### config.mk
export PLATFORM = sky130hd
export DESIGN_NAME = gpio_port
export DESIGN_NICKNAME = d
export VERILOG_FILES = /design/src/rtl/gpio_port.sv
export SDC_FILE = /design/constraint.sdc
export NUM_CORES = 1
export LEC_CHECK = 0
export CELL_PAD_IN_SITES_DETAIL_PLACEMENT = 0
export CELL_PAD_IN_SITES_GLOBAL_PLACEMENT = 1
export CORE_MARGIN = 4
export CORE_UTILIZATION = 33
export DETAILED_ROUTE_END_ITERATION = 10
export PLACE_DENSITY = 0.88
export SYNTH_ARGS = -nofsm -noshare
export SYNTH_HDL_FRONTEND = slang
export SYNTH_SLANG_ARGS = --single-unit
### constraint.sdc
create_clock -name clk -period 1 [get_ports clk]
set_clock_uncertainty 0.05 [all_clocks]
set_input_delay 0.1 -clock clk [delete_from_list [all_inputs] [get_ports clk]]
set_output_delay 0.1 -clock clk [all_outputs]
set_load 0.02 [all_outputs]
### src/rtl/gpio_port.sv
module gpio_port #(
  parameter int W = 8
) (
  input  logic         clk,
  input  logic         rst_n,
  input  logic [1:0]   addr,
  input  logic         wr_en,
  input  logic [W-1:0] wdata,
  output logic [W-1:0] rdata,
  input  logic         pu_kill,
  input  logic         sleep,
  input  logic [W-1:0] pad_in,
  output logic [W-1:0] pad_oe,
  output logic [W-1:0] pad_out,
  output logic [W-1:0] pad_pu
);
  localparam logic [1:0] A_PIN = 2'd0, A_DIR = 2'd1, A_LVL = 2'd2;

  logic [W-1:0] dir_q, lvl_q, meta_q, sync_q;
  logic [W-1:0] gated_in;

  always_ff @(posedge clk or negedge rst_n)
    if (!rst_n) begin
      dir_q <= '0;
      lvl_q <= '0;
    end else if (wr_en) begin
      if (addr == A_DIR) dir_q <= wdata;
      if (addr == A_LVL) lvl_q <= wdata;
    end

  assign gated_in = sleep ? '0 : pad_in;

  always_ff @(posedge clk or negedge rst_n)
    if (!rst_n) begin
      meta_q <= '0;
      sync_q <= '0;
    end else begin
      meta_q <= gated_in;
      sync_q <= sleep ? '0 : meta_q;
    end

  assign pad_oe  = dir_q;
  assign pad_out = dir_q & lvl_q;
  assign pad_pu  = ~dir_q & lvl_q & {W{~pu_kill}};

  always_comb
    case (addr)
      A_PIN:   rdata = sync_q;
      A_DIR:   rdata = dir_q;
      A_LVL:   rdata = lvl_q;
      default: rdata = '0;
    endcase

  assert_reset_tristate_R1: assert property (@(posedge clk)
    !rst_n |-> (pad_oe == '0 && pad_pu == '0));
  assert_pu_killed_R3: assert property (@(posedge clk) disable iff (!rst_n)
    pu_kill |-> pad_pu == '0);
  assert_no_pu_on_output_R2: assert property (@(posedge clk) disable iff (!rst_n)
    (pad_pu & pad_oe) == '0);
  assert_write_lands_R4: assert property (@(posedge clk) disable iff (!rst_n)
    (wr_en && addr == A_DIR) |=> pad_oe == $past(wdata));
  assert_ignored_write_R8: assert property (@(posedge clk) disable iff (!rst_n)
    (wr_en && (addr == A_PIN || addr == 2'd3)) |=> ($stable(pad_oe) && $stable(pad_out)));
  assert_sleep_clamp_R7: assert property (@(posedge clk) disable iff (!rst_n)
    sleep |=> sync_q == '0);
endmodule

* Word-level counts from Yosys, hierarchy flattened
Cells that the tools add are included.
** Word-level totals
- Flip-flop bits (word level) :: 32
- Input bits :: 23
- Output and inout port bits :: 32
- Logic and storage cells :: 17
** Cells by class
- Eq/ne operators :: 2
- Muxes and demuxes :: 3
- Bitwise operators :: 5
- Reduce and logical (&&, ||, !) cells :: 3
** Operators by type and width (count)
- $and 8x8->8 :: 3
- $pmux 8 s3 :: 1
- $mux 8 :: 2
- $not 8->8 :: 1
- $reduce_and 2->1 :: 2
- $eq 2x1->1 const B :: 1
- $eq 2x2->1 const B :: 1
- $logic_not 2->1 :: 1
- $not 1->1 :: 1

* Logic depth before layout (Yosys ltp)
- Word-level depth :: 3
- Mapped depth :: 4
- Depth with buffers taken out :: 2

* Worst setup path after synthesis
Ideal clock, no wire load.
- Path kind :: register to output
- Start :: register dir_q[0], in the netlist pad_oe[0]
- End :: output port pad_pu[0]
- Data arrival time :: 1.032 ns
- Required time :: 0.850 ns
- Slack :: -0.182 ns
- Stages on the path, launching flop included :: 2
- Path buffers :: 0
- Cells stage by stage :: dfrtp_1 nor3b_1
** On the way
- Cells in the longest elaborated chain, start to end :: 3
** Ends and longest elaborated chain
- start, declared :: line 19 : logic [W-1:0] dir_q, lvl_q, meta_q, sync_q;
- start signal, assigned :: line 27 : if (addr == A_DIR) dir_q <= wdata;
- $not 8->8 :: line 44 : assign pad_pu = ~dir_q & lvl_q & {W{~pu_kill}};
- $and 8x8->8 (2 in series) :: line 44
- end, declared :: line 15 : output logic [W-1:0] pad_pu
No other way between the ends.

* Worst setup path in the final report
- Start :: register dir_q[4], in the netlist pad_oe[4]
- End :: output port pad_out[4]
** On the way
- Cells in the longest elaborated chain, start to end :: 1
** Ends and longest elaborated chain
- $and 8x8->8 :: line 43 : assign pad_out = dir_q & lvl_q;
- end, declared :: line 14 : output logic [W-1:0] pad_out,
No other way between the ends.

==> results.ini <==
[cells_and_area]
layout_commonest_cell=buf_6
syn2layout_area_growth_pct=71.6
fill_cells=316
layout.nets=201
post-route-util=0.596
instances_no_fill=229
layout_common_cells=buf_6 (36), dfrtp_1 (24), clkdlybuf4s50_1 (18)
layout-drive-gt1-share=0.626
diodes=0

[floorplan]
core_um2=4090
start_util=0.347
dieWidth_um=73.6
ioPinCount=55
rows=23
die_area_um2=5410
chipHeight_um=73.6

[yosys]
yosysWarnings=0
yosysSeqAreaShare=0.564
syn_inst=104
synth_area_leaders=dfrtp_1 (56%), mux2_2 (13%), nor2b_1 (7.5%)
synth-xor-area-share=0
synth_compound_area_frac=0.0494
ys_types=12
synth-seq-cells=32
syn-num-nets=127
synth_top_family_by_area=multiplexers
synth_top_cell_area_share=0.564
yosysTopAreaCell=dfrtp_1
synth.cell_area_um2=1420
yosys.area_share.simple=0.181
synth_fa_ha_area_frac=0
syn_avg_cell_area_um2=13.6
synth.area.mux_share=0.183

[placed_design]
routabilityCongestion=0.741
pre_cts_slack_ps=-816
port_buffers=54
dp.cells=216
dp_hpwl_um=2730

[detailed_routing]
drc_errors=0
viasPerCell=4.76
wl_per_cell_um=16.1
ant_nets=0
firstDrtPassIters=2
drt_wl_total_um=3690
drt_iter0_drc=26
dr_total_vias=1090

[power]
irDropWorstVdd_v=0.000787
leakage_uw=0.00109
p_per_area_nw_per_um2=1690

[worst_setup_path]
slowest_stage=dfrtp_2
rr_worst_depth=2
cp-start-kind=flop
ff2ff_setup_slack_ps=20
crit_top_cell=buf_6
critical_path_class=reg2out
worstPathCellList=buf_6 -> and2_4 -> buf_6
critPathBufInv=2
max_stage_delay_ps=450
reg2reg_to=pad_oe[3]$_DFFE_PN0P_
cp-end-kind=output pin
cp.arrival_ps=1130
cp.required_ps=850
cp_top_family=flip-flops
worstPathMaxFanout=4
rr_startpoint=pad_oe[3]$_DFFE_PN0P_

[cts]
clk_pin_slew_ps=60
cts.sinks=32
clock_latency_ps=280
numCtsBuffers=5
clockBufferDepth=2
cts_tree=built
clk_root_buffer_cell=clkbuf_8
htreeDepth=2

[status]
violations=setup timing
outcome=finished with violations

[grt]
grt_max_degree=33
grt_pass1_wl_um=5890
grt_overflow=0
track_usage=0.149
antenna_found_initial=0
grt_pass1_vias=1162

[timing]
drv_slew=0
worstMarginPinSlew_ps=168
relSlewSlack=0.885
setup_viol_count_final=32
finalHoldViolCount=0
min_period_ps=1280
fmax_mhz=782
rsz0062_at_grt=yes
fin_ws_ps=-279
post-route-period-util=1.28
holdWs_ps=131
setup-tns-final_ps=-6200

[run]
maxCapViolCount=0

[worst_hold_path]
min_path_type=in2async

[stage by stage]
stage / cell area [µm²] / power [µW]
floorplan: 1520 / 2240
global placement: 2210 / 2890
finish: 2430 / 4110
CTS: 2380 / 4080
global route: 2430 / 4310
detailed placement: 2210 / 2930
[Yosys cell counts]
library cell and count:
and2_1 8, buf_2 1, buf_4 1, buf_6 1
clkbuf_1 2, dfrtp_1 32, mux2_2 16, mux2i_1 8
nand3b_4 2, nor2b_1 17, nor3b_1 8, o2bb2ai_1 8
[how the worst max path moves through the flow]
stage	slack (ps)	to	cells after the start	start
after floorplan	30	pad_pu[0]	1	pad_oe[0]$_DFFE_PN0P_
after global placement	-810	rdata[4]	5	addr[0]
after detailed placement	-820	rdata[5]	5	addr[0]
after CTS	-290	rdata[4]	3	pad_oe[4]$_DFFE_PN0P_
after global routing	-330	rdata[2]	3	pad_oe[2]$_DFFE_PN0P_
final	-280	pad_out[4]	3	pad_oe[4]$_DFFE_PN0P_
[registers in the layout (all words and copies together) (netlist names)]
name,count
lvl_q,8
meta_q,8
pad_oe,8
sync_q,8
[worst register-to-register path: stages, from the launching register on]
cell	delay [ps]
dfrtp_2	430
buf_6	130
mux2_2	250
[what timing repair did]
| action | CTS | global route |
|---|---|---|
| setup endpoints to repair | 48 | 40 |
| setup buffers | 0 | 5 |
| hold buffers | 0 | 0 |
| pin swaps | 15 | 1 |
| cloned | 0 | 1 |
| hold endpoints to repair | 0 | 0 |
| resized for setup | 210 | 8 |
[report_power, final]
part	switching, µW	total [µW]	internal (µW)
Clock	441	1000	560
Sequential	184	1640	1460
Combinational	605	1470	862
[metal layers]
layer	vias up	share of wire	global-route usage
li1	512	-	-
met1	541	0.40	0.182
met2	32	0.52	0.244
met3	5	0.062	0.0479
met4	0	0.017	0.0543
met5	-	0	0
[cells by family after synthesis]
kind of cell    count (synthesis)
buf+inv                         5
flops                          32
compound gates                  8
mux                            24
simple gates                   35
[final cells by class]
cell class	instances	area (µm²)	area share
flip-flops and latches	32	811	0.333
repair buffers	72	752	0.309
multi-input cells	67	719	0.295
clock buffers	8	90.1	0.0370
well taps	50	62.6	0.0257
(Power assumes the default switching activity.)
